<file path="config.mk">
export PLATFORM = sky130hd
export DESIGN_NAME = dbg_access_ctrl
export DESIGN_NICKNAME = d
export VERILOG_FILES = /design/src/rtl/dbg_access_pkg.sv /design/src/rtl/dbg_cfg_latch.sv /design/src/rtl/dbg_mode_tracker.sv /design/src/rtl/dbg_msg_arbiter.sv /design/src/rtl/dbg_access_ctrl.sv
export SDC_FILE = /design/constraint.sdc
export NUM_CORES = 1
export LEC_CHECK = 0
export BUFFER_PORTS_ARGS = -buffer_cell sky130_fd_sc_hd__buf_2
export CAP_MARGIN = 5
export CORE_AREA = 5 5 42 44
export CTS_BUF_LIST = sky130_fd_sc_hd__clkbuf_2 sky130_fd_sc_hd__clkbuf_4 sky130_fd_sc_hd__clkbuf_8
export DETAILED_ROUTE_END_ITERATION = 8
export DIE_AREA = 0 0 47 49
export PLACE_DENSITY = 0.62
export REMOVE_ABC_BUFFERS = 1
export SYNTH_ARGS = -nofsm -noshare
export SYNTH_HDL_FRONTEND = slang
export SYNTH_SLANG_ARGS = --single-unit
export TNS_END_PERCENT = 30
</file>
<file path="constraint.sdc">
create_clock -name clk -period 0.8 [get_ports clk]
set_input_delay 0.08 -clock clk [delete_from_list [all_inputs] [get_ports clk]]
set_output_delay 0.08 -clock clk [all_outputs]
set_load 0.005 [all_outputs]
</file>
<file path="src/rtl/dbg_access_pkg.sv">
package dbg_access_pkg;

    localparam int NUM_KINDS = 3;
    localparam int KIND_ID   = 0;
    localparam int KIND_STAT = 1;
    localparam int KIND_SYNC = 2;

    typedef enum logic [1:0] {
        MK_NONE = 2'd0,
        MK_ID   = 2'd1,
        MK_STAT = 2'd2,
        MK_SYNC = 2'd3
    } msg_kind_e;

    typedef struct packed {
        logic access;
        logic dbg_en;
        logic halt_rst;
    } dbg_cfg_t;

    // Pending-slot index to wire type code: slot order is also the issue priority.
    function automatic msg_kind_e kind_code(input int idx);
        return msg_kind_e'(idx + 1);
    endfunction

endpackage

</file>
<file path="src/rtl/dbg_cfg_latch.sv">
module dbg_cfg_latch
    import dbg_access_pkg::*;
(
    input  logic     clk,
    input  logic     port_rst,
    input  logic     sys_rst,
    input  dbg_cfg_t cfg_in,
    input  logic     core_halted,
    output dbg_cfg_t cfg_q,
    output logic     halt_q
);

    always_ff @(posedge clk) begin
        if (port_rst) begin
            cfg_q  <= '0;
            halt_q <= 1'b0;
        end else if (sys_rst) begin
            cfg_q  <= cfg_in;
            halt_q <= cfg_in.dbg_en & cfg_in.halt_rst;
        end else if (core_halted) begin
            halt_q <= 1'b0;
        end
    end

endmodule

</file>
<file path="src/rtl/dbg_mode_tracker.sv">
module dbg_mode_tracker #(
    parameter int              STAT_W   = 2,
    parameter logic [STAT_W-1:0] DBG_CODE = '1
) (
    input  logic              clk,
    input  logic              port_rst,
    input  logic [STAT_W-1:0] core_status,
    output logic              in_dbg,
    output logic              enter_p,
    output logic              exit_p
);

    logic [STAT_W-1:0] stat_q;
    logic              dbg_q;

    always_ff @(posedge clk) begin
        if (port_rst) begin
            stat_q <= '0;
            dbg_q  <= 1'b0;
        end else begin
            stat_q <= core_status;
            dbg_q  <= in_dbg;
        end
    end

    assign in_dbg  = (stat_q == DBG_CODE);
    assign enter_p = in_dbg & ~dbg_q;
    assign exit_p  = ~in_dbg & dbg_q;

endmodule

</file>
<file path="src/rtl/dbg_msg_arbiter.sv">
module dbg_msg_arbiter
    import dbg_access_pkg::*;
#(
    parameter int N = NUM_KINDS
) (
    input  logic         clk,
    input  logic         port_rst,
    input  logic         hold,
    input  logic [N-1:0] ev,
    output logic         msg_req,
    output logic [1:0]   msg_type
);

    logic [N-1:0] pend;
    logic [N-1:0] grant;

    for (genvar i = 0; i < N; i++) begin : g_slot
        localparam logic RST_V = (i == KIND_ID);
        logic q;
        always_ff @(posedge clk) begin
            if (port_rst) q <= RST_V;
            else          q <= (q & ~grant[i]) | ev[i];
        end
        assign pend[i] = q;
    end

    always_comb begin
        logic found;
        found = 1'b0;
        grant = '0;
        for (int i = 0; i < N; i++) begin
            if (!hold && pend[i] && !found) begin
                grant[i] = 1'b1;
                found    = 1'b1;
            end
        end
    end

    always_comb begin
        msg_type = MK_NONE;
        for (int i = 0; i < N; i++) begin
            if (grant[i]) msg_type = kind_code(i);
        end
    end

    assign msg_req = |grant;

endmodule

</file>
<file path="src/rtl/dbg_access_ctrl.sv">
module dbg_access_ctrl
    import dbg_access_pkg::*;
#(
    parameter int                STAT_W   = 2,
    parameter logic [STAT_W-1:0] DBG_CODE = '1
) (
    input  logic              clk,
    input  logic              port_rst,
    input  logic              sys_rst,
    input  logic              cfg_access,
    input  logic              cfg_dbg_en,
    input  logic              cfg_halt_rst,
    input  logic [STAT_W-1:0] core_status,
    input  logic              ptrace_en,
    input  logic              dtrace_en,
    input  logic              msg_in_valid,
    output logic              halt_req,
    output logic              ptrace_gate,
    output logic              dtrace_gate,
    output logic              rw_gate,
    output logic              msg_accept,
    output logic              msg_req,
    output logic [1:0]        msg_type
);

    dbg_cfg_t           cfg_in;
    dbg_cfg_t           cfg_q;
    logic               in_dbg;
    logic               enter_p;
    logic               exit_p;
    logic [NUM_KINDS-1:0] ev;

    assign cfg_in = '{access: cfg_access, dbg_en: cfg_dbg_en, halt_rst: cfg_halt_rst};

    dbg_cfg_latch u_cfg (
        .clk         (clk),
        .port_rst    (port_rst),
        .sys_rst     (sys_rst),
        .cfg_in      (cfg_in),
        .core_halted (in_dbg),
        .cfg_q       (cfg_q),
        .halt_q      (halt_req)
    );

    dbg_mode_tracker #(
        .STAT_W   (STAT_W),
        .DBG_CODE (DBG_CODE)
    ) u_mode (
        .clk         (clk),
        .port_rst    (port_rst),
        .core_status (core_status),
        .in_dbg      (in_dbg),
        .enter_p     (enter_p),
        .exit_p      (exit_p)
    );

    // Identification events come only from the reset value of its slot.
    assign ev[KIND_ID]   = 1'b0;
    assign ev[KIND_STAT] = enter_p & cfg_q.dbg_en;
    assign ev[KIND_SYNC] = exit_p & ptrace_en;

    dbg_msg_arbiter #(.N(NUM_KINDS)) u_arb (
        .clk      (clk),
        .port_rst (port_rst),
        .hold     (port_rst | sys_rst),
        .ev       (ev),
        .msg_req  (msg_req),
        .msg_type (msg_type)
    );

    assign ptrace_gate = ptrace_en & ~in_dbg;
    assign dtrace_gate = dtrace_en;
    assign rw_gate     = cfg_q.access;
    assign msg_accept  = msg_in_valid & cfg_q.access;

endmodule

</file>
==> impl_summary.txt, run 1 <==
----------------------------------------------------
[Place]
  Placement-stage worst setup slack ... -0.0300 ns
  Final Wtd Congestion ... 0.636
  Post-detailed-placement cell area ... 464 um2
  IO Port Bufs ... 16
  Detailed Place HPWL ... 608 um

[Setup path]
  Critical Path End Type ... output port
  Arrival time of the worst setup path ... between 0.9 and 1 ns
  Register-to-register setup slack ... approximately 0.030 ns
  Reg2reg path depth ... 2
  R2r startpoint ... u_arb.g_slot[1].q
  CP startpoint ... u_arb.g_slot[0].q
  Endpoint required time on the critical path ... about 0.72 ns
  Maximum fanout along the worst path ... 6
  Sort of element at the start of the critical path ... flop
  Path type of the worst setup path ... flop to output port
  Endpoint of the most critical register-to-register path ... u_arb.g_slot[2].q
  Termination of the worst setup path ... msg_type[1]

[Hold path]
  Worst hold path type ... primary input to flop
  Worst hold path startpoint ... core_status[0]

[CTS]
  CTS H-Tree Depth ... 1
  Clock-pin slew reported for the worst setup and hold paths after clock tree synthesis ... 0.06 ns
  Clock sink total ... 9
  CTS Root Buffer Type ... sky130_fd_sc_hd__clkbuf_4
  Post-CTS Setup Repair Bufs ... 0
  Clock tree from TritonCTS ... done
  Clock network latency to the later pin of the worst-skew pair ... ~0.26 ns
  Clock buffer depth ... 2
  Count of hold-fix buffers inserted at cts ... 0
  Cts bufs inserted ... 3

[Run status]
  Violations in the final reports ... setup timing
  Result of the run ... finished with violations

[Yosys]
  Synthesized area per cell ... 9.53 um2
  Proportion of synthesized chip area in sequential cells ... 0.485
  Synthesized flop and latch total ... 9
  Synth unique cells ... 18
  Gate count of the mapped netlist ... 39
  Post-Synthesis Cell Area ... between 300 and 400 um2
  Yosys Warn Count ... 0

[Layout]
  Fillcell total ... 157
  Core occupancy in the finished layout ... 0.383
  Area of the multi-input gates ... roughly 180 um2
  FF/Latch Area ... roughly 190 um2
  Post-synthesis to final-layout area growth ... 44.4%
  Most common library cell in the layout ignoring fill and taps ... sky130_fd_sc_hd__buf_2
  Final nets ... 71
  Diode insertion count for antenna repair ... 0
  Commonest cells after routing, fill and taps aside ... sky130_fd_sc_hd__buf_2 (14), sky130_fd_sc_hd__dfxtp_2 (6), sky130_fd_sc_hd__nor2_1 (4), sky130_fd_sc_hd__a21oi_1 (4), sky130_fd_sc_hd__clkbuf_4 (4)
  Proportion of layout cells with a drive suffix above 1 ... 0.610
  Summed area of non-filler cells in the final layout ... roughly 540 um2

[Detailed routing]
  Wire length reported by the detailed router ... roughly 780 um
  Number of nets with antenna violations after detailed routing ... 0
  Post-detailed-route wirelength per cell ... 10.4 um
  Highest metal layer used by the detailed router ... met4
  Violation count after the first detailed-routing iteration ... 2
  Routed metal-1 wire length ... between 300 and 400 um
  Met3 Wirelength ... approximately 76 um
  Average via count per standard cell ... about 4.5
  Iteration count of the initial detailed-routing pass ... 3
  DRC violation count after routing ... 0
  Wire length on met2 ... 323 um
  Vias ... approximately 330

[Floorplan]
  Initial cell density of the core ... 0.265
  Horizontal die dimension ... roughly 47 um
  Area enclosed by the die boundary ... around 0.0023 mm2
  Top-level I/O count ... 19
  Die outline height ... a little under 50 um
  Placement Rows ... 14
  Placeable core region ... 0.00140 mm2

[Timing]
  Post-route minimum period ... roughly 1.1 ns
  Share of the clock period used by the worst path ... 1.33
  Final count of hold timing violations ... 0
  Relative slew margins ... 0.874
  Largest clock skew in the final design ... between 0.001 and 0.0015 ns
  Fin. max-slew vios ... 0
  RSZ-0062 raised after global routing ... true
  Endpoints failing setup ... 5
  Slew at the pin closest to its max-slew limit ... approximately 0.19 ns
  Post-route setup slack ... -0.267 ns
  Achievable clock frequency ... between 900 and 1000 MHz

[Global routing]
  Maximum number of pins on one net before global-route repair ... 10
  First-pass GRT wire length ... about 1300 um
  Global-route total usage across every layer ... 0.0784
  Sum of overflow across all layers after global routing ... 0
  Number of antenna violations at the first check in global routing ... 0
  Vias in the first global route ... approximately 300

[Job]
  Reported max-cap violation count ... 0

[Power and ir drop]
  Max IR drop VDD ... between 0.0006 and 0.0007 V
  Static leakage power ... roughly 0.25 nW
  Power Dens Cells ... ~1800 mW/mm2

----------------------------------------------------
-- synth_stat cells --
library cell | count | area share
sky130_fd_sc_hd__a21o_2 | 1 | 0.024
sky130_fd_sc_hd__a21oi_1 | 4 | 0.054
sky130_fd_sc_hd__and2_1 | 2 | 0.034
sky130_fd_sc_hd__buf_4 | 1 | 0.020
sky130_fd_sc_hd__buf_6 | 2 | 0.061
sky130_fd_sc_hd__dfxtp_1 | 9 | 0.48
sky130_fd_sc_hd__inv_1 | 1 | 0.010
sky130_fd_sc_hd__mux2i_1 | 2 | 0.054
sky130_fd_sc_hd__nand2_1 | 1 | 0.010
sky130_fd_sc_hd__nand3_1 | 2 | 0.027
sky130_fd_sc_hd__nand3b_1 | 1 | 0.020
sky130_fd_sc_hd__nand4b_1 | 1 | 0.024
sky130_fd_sc_hd__nor2_1 | 4 | 0.040
sky130_fd_sc_hd__nor2b_1 | 2 | 0.034
sky130_fd_sc_hd__nor3_1 | 3 | 0.040
sky130_fd_sc_hd__nor4_1 | 1 | 0.017
sky130_fd_sc_hd__o21ai_0 | 1 | 0.013
sky130_fd_sc_hd__o31ai_2 | 1 | 0.034
-- metal layers --
metal | global-route usage | vias to the layer above
met3 | 0.0221 | 3
met4 | 0.0691 | 0
li1 | - | 174
met5 | 0 | -
met2 | 0.0882 | 17
met1 | 0.113 | 140
-- worst min path at each step --
stage | slack, ns | depth (start not counted) | endpoint
finish | 0.03 | 2 | u_mode.stat_q[0]
CTS | 0.02 | 2 | u_mode.stat_q[0]
detailed placement | 0.16 | 0 | dtrace_gate
global route | 0.02 | 2 | u_mode.stat_q[1]
floorplan | 0.15 | 1 | u_arb.g_slot[1].q
global placement | 0.16 | 0 | dtrace_gate
-- critical path, cell delays in order, from the launching register on --
cell	delay (ns)
sky130_fd_sc_hd__dfxtp_2	0.35
sky130_fd_sc_hd__nor4_2	0.23
sky130_fd_sc_hd__buf_2	0.15
-- area by class of cell --
type                            instances  share of cell area
Inverter                                1             0.00699
Sequential cell                         9               0.357
Timing Repair Buffer                   19               0.214
Clock buffer                            4              0.0559
Multi-Input combinational cell         26               0.329
Tap cell                               16              0.0373
-- through the flow --
stage          hold WS, ns  setup TNS, ns  power (mW)  cells
3_5_place_dp         0.160        -0.0300       0.587     71
6_report            0.0254          -1.04       0.972     75
5_1_grt             0.0219          -1.35        1.02     75
3_3_place_gp         0.160        -0.0137       0.585     71
4_1_cts             0.0194          -1.11       0.978     75
2_1_floorplan        0.149              0       0.522     36
-- sequential cells by signal, indices dropped and copies added (netlist names) --
name	count
u_cfg.cfg_q	2
u_mode.dbg_q	1
u_cfg.halt_q	1
u_mode.stat_q	2
u_arb.g_slot.q	3
-- timing repair --
| action | in CTS | in global routing |
|---|---|---|
| gates resized for setup | 7 | 8 |
| setup endpoints to repair | 6 | 7 |
| pin swaps | 2 | 1 |
| hold endpoints to repair | 0 | 0 |
-- power by group --
group | internal, mW | switching, mW
logic | 0.0636 | 0.0445
registers | 0.467 | 0.0178
clock network | 0.226 | 0.153
-- kinds of logic after synthesis --
group / share of synthesized area
compound gates: 0.125
buf+inv: 0.0909
flops: 0.485
mux: 0.0539
simple gates: 0.246
No activity file was read; power rests on OpenSTA's default activity.
==> run 2, diff against run 1 <==
Settings changed: TNS_END_PERCENT 30 to unset.
==> run 2 against run 1 <==
Effect of this change: the run still ends with setup timing left; wire length is 13% higher; setup slack worse by 0.023 ns; largest cell class unchanged; critical path depth stayed put; largest power group unchanged; clock-buffer cell count stayed put; non-clock buffer count is 5 higher; critical path type unchanged; global-route usage is 0.49 points higher; clock power hardly changed; register-to-register slack worse by 0.13 ns; sequential power hardly changed; die area stayed put; sequential cell count stayed put; total power is 2.3% higher.
==> impl_summary.txt, run 2 (same netlist as run 1, synthesis figures left out) <==
----------------------------------------------------
[Run status]
  Result of the run ... finished with violations
  Violations in the final reports ... setup timing

[Global routing]
  Number of antenna violations at the first check in global routing ... 0
  Maximum number of pins on one net before global-route repair ... 10
  Global-route total usage across every layer ... 0.0834
  Sum of overflow across all layers after global routing ... 0
  First-pass GRT wire length ... roughly 1400 um
  Vias in the first global route ... between 300 and 400

[Detailed routing]
  Violation count after the first detailed-routing iteration ... 0
  Iteration count of the initial detailed-routing pass ... 1
  Average via count per standard cell ... around 4.5
  DRC violation count after routing ... 0
  Number of nets with antenna violations after detailed routing ... 0
  Wire length reported by the detailed router ... slightly below 900 um
  Post-detailed-route wirelength per cell ... approximately 11 um
  Vias ... 363

[Place]
  Placement-stage worst setup slack ... -0.0300 ns
  Post-detailed-placement cell area ... between 400 and 500 um2
  Detailed Place HPWL ... 608 um
  Final Wtd Congestion ... ~0.64
  Cell count after placement ... between 70 and 80
  IO Port Bufs ... 16

[Timing]
  Largest clock skew in the final design ... 0.000968 ns
  Slew at the pin closest to its max-slew limit ... between 0.2 and 0.25 ns
  Post-route worst hold slack ... 0.0251 ns
  RSZ-0062 raised after global routing ... true
  Endpoints failing setup ... 6
  Post-route minimum period ... ~1.1 ns
  Fin. max-slew vios ... 0
  Relative slew margins ... 0.848
  Post-route setup slack ... -0.290 ns
  Total negative slack for setup checks ... -1.14 ns
  Achievable clock frequency ... a little over 900 MHz
  Share of the clock period used by the worst path ... 1.36
  Final count of hold timing violations ... 0

[Power and ir drop]
  Switch share ... 0.227
  Overall power ... ~1 mW
  Max IR drop VDD ... 0.000746 V
  Proportion of power drawn by combinational gates ... 0.131
  Static leakage power ... about 0.27 nW
  Clock power frac ... 0.384
  Register share of total power ... 0.485
  Switching power total ... approximately 0.23 mW
  P_int ... a little under 0.8 mW
  Power Dens Cells ... 1690 mW/mm2

[CTS]
  Clock sink total ... 9
  Clock buffer depth ... 2
  Cts bufs inserted ... 3
  Clock network latency to the later pin of the worst-skew pair ... 0.26 ns
  Clock-pin slew reported for the worst setup and hold paths after clock tree synthesis ... ~0.06 ns
  Count of hold-fix buffers inserted at cts ... 0
  Clock tree from TritonCTS ... done
  CTS Root Buffer Type ... sky130_fd_sc_hd__clkbuf_4
  CTS H-Tree Depth ... 1

[Floorplan]
  Placeable core region ... approximately 0.0014 mm2
  Area enclosed by the die boundary ... 0.00230 mm2
  Die outline height ... between 40 and 50 um
  Placement Rows ... 14
  Initial cell density of the core ... 0.265
  Horizontal die dimension ... 47 um
  Top-level I/O count ... 19

[Layout]
  Number of flip-flops under the largest register name ... 3
  Most common library cell in the layout ignoring fill and taps ... sky130_fd_sc_hd__buf_2
  Commonest cells after routing, fill and taps aside ... sky130_fd_sc_hd__buf_2 (14), sky130_fd_sc_hd__buf_4 (7), sky130_fd_sc_hd__dfxtp_2 (5)
  Diode insertion count for antenna repair ... 0
  Proportion of layout cells with a drive suffix above 1 ... 0.656
  Final nets ... 76
  Biggest regs ... u_arb.g_slot.q x3, u_cfg.cfg_q x2, u_mode.stat_q x2
  Fillcell total ... 155
  Final cell count without fillers ... 80
  Core occupancy in the finished layout ... 0.421
  Register with the most flip-flops ... u_arb.g_slot.q
  Post-synthesis to final-layout area growth ... 58.6%
  Summed area of non-filler cells in the final layout ... 589 um2

[Setup path]
  Register-to-register setup slack ... -0.10 ns
  Arrival time of the worst setup path ... between 1 and 1.5 ns
  CP startpoint ... u_arb.g_slot[0].q
  Path type of the worst setup path ... flop to output port
  Termination of the worst setup path ... msg_type[1]
  R2r startpoint ... u_arb.g_slot[1].q
  Maximum fanout along the worst path ... 4
  Endpoint required time on the critical path ... 0.72 ns
  Sort of element at the start of the critical path ... flop
  Reg2reg path depth ... 3
  Critical Path End Type ... output port
  Endpoint of the most critical register-to-register path ... u_arb.g_slot[2].q

[Hold path]
  Worst hold path type ... primary input to flop

[Job]
  Reported max-cap violation count ... 0

----------------------------------------------------
-- run 2: final cells by class --
type                    count  area, um2  share of cell area
repair buffers             24        156               0.265
inverters                   1       3.75             0.00637
well taps                  16       20.0              0.0340
multi-input cells          26        185               0.314
clock buffers               4       30.0              0.0510
flip-flops and latches      9        194               0.329
-- run 2: how the worst min path moves through the flow --
stage,from,slack [ns],end,depth (start not counted)
after floorplan,port_rst,0.15,u_arb.g_slot[1].q,1
after global placement,dtrace_en,0.16,dtrace_gate,0
after detailed placement,dtrace_en,0.16,dtrace_gate,0
after CTS,core_status[0],0.02,u_mode.stat_q[0],2
after global routing,core_status[1],0.02,u_mode.stat_q[1],2
final,core_status[0],0.03,u_mode.stat_q[0],2
-- run 2: layer usage --
layer  global-route usage  part of all wire  up-vias
li1                     -                 -      185
met4               0.0691             0.033        0
met5                    0                 0        -
met2                0.102              0.46       17
met1                0.116              0.42      158
met3               0.0221             0.088        3
-- run 2: critical path, cell delays in order, from the launching register on --
cell,delay (ns)
sky130_fd_sc_hd__dfxtp_4,0.36
sky130_fd_sc_hd__nor4_4,0.24
sky130_fd_sc_hd__buf_2,0.15
-- run 2: power groups by stage --
stage          combinational [mW]  sequential, mW  clock, mW
6_report                    0.130           0.482      0.382
5_1_grt                     0.142           0.484      0.417
4_1_cts                     0.109           0.482      0.397
3_5_place_dp               0.0956           0.491          0
3_3_place_gp               0.0949           0.490          0
2_1_floorplan              0.0335           0.489          0
-- run 2: repair_timing --
item                       CTS  global route
buffers inserted             3             3
pin swaps                    3             4
gates cloned                 0             0
resized for setup           10             9
setup endpoints to repair    6            11
hold endpoints to repair     0             0
==> run 3, diff against run 2 <==
Clock period 0.8 ns to 1.4 ns, I/O delays scaled along.
==> run 3 against run 2 <==
Effect of this change: the run now ends clean; clock skew about the same; setup slack improved by 0.53 ns; worst hold slack improved by 0.063 ns; highest routed layer is now met3; clock-buffer cell count unchanged; die area unchanged.
==> impl_summary.txt, run 3 (same netlist as run 1, synthesis figures left out) <==
----------------------------------------------------
[Place]
  Detailed Place HPWL ... roughly 520 um
  IO Port Bufs ... 16
  Final Wtd Congestion ... between 0.6 and 0.7

[Floorplan]
  Die outline height ... about 49 um
  Horizontal die dimension ... approximately 47 um
  Initial cell density of the core ... 0.265
  Placement Rows ... 14
  Placeable core region ... between 0.001 and 0.0015 mm2
  Area enclosed by the die boundary ... around 0.0023 mm2
  Top-level I/O count ... 19

[Power and ir drop]
  Register share of total power ... 0.508
  Clock power frac ... 0.400
  Switching power total ... 0.119 mW
  Power Dens Cells ... ~1100 mW/mm2
  Static leakage power ... 0.212 nW
  P_int ... ~0.42 mW
  Switch share ... 0.220
  Max IR drop VDD ... ~0.00039 V
  Proportion of power drawn by combinational gates ... 0.091
  Overall power ... between 0.5 and 0.6 mW

[Setup path]
  Endpoint required time on the critical path ... between 1 and 1.5 ns
  Maximum fanout along the worst path ... 5
  Sequence of cells on the critical path ... nor2_1, nor4_1, buf_2
  Endpoint of the most critical register-to-register path ... u_arb.g_slot[2].q
  Reg2reg path depth ... 2
  Worst stage delay on the critical path ... ~0.40 ns
  Sort of element at the start of the critical path ... flop
  Register-to-register setup slack ... between 0.6 and 0.7 ns
  Path type of the worst setup path ... flop to output port
  Critical Path End Type ... output port
  R2r startpoint ... u_arb.g_slot[1].q
  Critical path's slowest cell ... sky130_fd_sc_hd__dfxtp_1
  Arrival time of the worst setup path ... just over 1 ns
  CP startpoint ... u_arb.g_slot[1].q

[CTS]
  CTS Root Buffer Type ... sky130_fd_sc_hd__clkbuf_4
  Post-cts gate resize count ... 0
  Clock tree from TritonCTS ... done
  Clock sink total ... 9
  Clock network latency to the later pin of the worst-skew pair ... roughly 0.26 ns
  Count of hold-fix buffers inserted at cts ... 0
  Post-CTS Setup Repair Bufs ... 0
  Clock-pin slew reported for the worst setup and hold paths after clock tree synthesis ... about 0.060 ns
  CTS H-Tree Depth ... 1
  Clock buffer depth ... 2
  Cts bufs inserted ... 3

[Layout]
  Diode insertion count for antenna repair ... 0
  Final nets ... 68
  Post-synthesis to final-layout area growth ... 26.9%
  Proportion of layout cells with a drive suffix above 1 ... 0.393
  Biggest regs ... u_arb.g_slot.q x3, u_cfg.cfg_q x2, u_mode.stat_q x2
  Most common library cell in the layout ignoring fill and taps ... sky130_fd_sc_hd__buf_2
  Commonest cells after routing, fill and taps aside ... sky130_fd_sc_hd__buf_2 (16), sky130_fd_sc_hd__dfxtp_1 (9), sky130_fd_sc_hd__nor2_1 (4), sky130_fd_sc_hd__a21oi_1 (4), sky130_fd_sc_hd__clkbuf_4 (4)
  Number of flip-flops under the largest register name ... 3
  Register with the most flip-flops ... u_arb.g_slot.q

[Timing]
  Achievable clock frequency ... between 800 and 900 MHz
  Endpoints failing setup ... 0
  RSZ-0062 raised after global routing ... false
  Slew at the pin closest to its max-slew limit ... about 0.22 ns
  Post-route minimum period ... between 1 and 1.5 ns
  Fin. max-slew vios ... 0
  Relative slew margins ... 0.853
  Largest clock skew in the final design ... ~0.00098 ns
  Total negative slack for setup checks ... 0 ns
  Share of the clock period used by the worst path ... 0.832
  Final count of hold timing violations ... 0

[Detailed routing]
  Number of nets with antenna violations after detailed routing ... 0
  Average via count per standard cell ... approximately 4.6
  DRC violation count after routing ... 0
  Vias ... 329
  Iteration count of the initial detailed-routing pass ... 4
  Violation count after the first detailed-routing iteration ... 10
  Post-detailed-route wirelength per cell ... about 10 um
  Wire length reported by the detailed router ... roughly 720 um

[Global routing]
  Global-route total usage across every layer ... 0.0729
  Sum of overflow across all layers after global routing ... 0
  Vias in the first global route ... 290
  First-pass GRT wire length ... ~1200 um
  Number of antenna violations at the first check in global routing ... 0
  Maximum number of pins on one net before global-route repair ... 13

[Hold path]
  Worst hold path startpoint ... core_status[0]
  Worst Hold Path EP ... u_mode.stat_q[0]
  Number of cells on the worst hold path ... 2
  Worst hold path type ... primary input to flop

[Run status]
  Result of the run ... finished clean

[Job]
  Reported max-cap violation count ... 0

----------------------------------------------------
run 3: critical path: cells and delay by family (launching register included):
| family | cells | cell delay (ns) |
|---|---|---|
| buffers and inverters | 1 | 0.15 |
| and+or+nand+nor | 2 | 0.21 |
| DFF | 1 | 0.40 |
run 3: layout make-up:
type / count / area, um2
Multi-Input combinational cell: 26 / 158
Sequential cell: 9 / 180
Tap cell: 16 / 20.0
Fill cell: 152 / 930
Timing Repair Buffer: 16 / 80.1
Clock buffer: 4 / 30.0
Inverter: 1 / 3.75
run 3: how the worst max path moves through the flow:
stage	end	slack [ns]
floorplan	msg_type[1]	0.62
global placement	msg_type[1]	0.53
detailed placement	msg_type[1]	0.51
CTS	msg_type[1]	0.23
global route	msg_type[1]	0.13
finish	msg_type[1]	0.24
run 3: layer usage:
metal | share of wire | vias to the layer above | GRT usage
li1 | - | 168 | -
met1 | 0.47 | 145 | 0.114
met2 | 0.41 | 16 | 0.0769
met3 | 0.11 | 0 | 0.0332
met4 | 0 | 0 | 0.0415
met5 | 0 | - | 0
run 3: metrics by stage:
| step | hold WS [ns] | cell area (um2) | setup WS [ns] | std cells | utilization |
|---|---|---|---|---|---|
| after global routing | 0.0856 | 472 | 0.132 | 72 | 0.337 |
| after global placement | 0.280 | 442 | 0.532 | 68 | 0.315 |
| after CTS | 0.0818 | 472 | 0.227 | 72 | 0.337 |
| after detailed placement | 0.280 | 442 | 0.511 | 68 | 0.315 |
| final | 0.0886 | 472 | 0.235 | 72 | 0.337 |
| after floorplan | 0.209 | 342 | 0.621 | 36 | - |
run 3: power by group through the flow:
stage | Sequential [mW] | Clock, mW | Combinational (mW)
2_1_floorplan | 0.279 | 0 | 0.0191
3_3_place_gp | 0.280 | 0 | 0.0492
3_5_place_dp | 0.280 | 0 | 0.0498
4_1_cts | 0.275 | 0.227 | 0.0498
5_1_grt | 0.277 | 0.240 | 0.0556
6_report | 0.275 | 0.217 | 0.0495
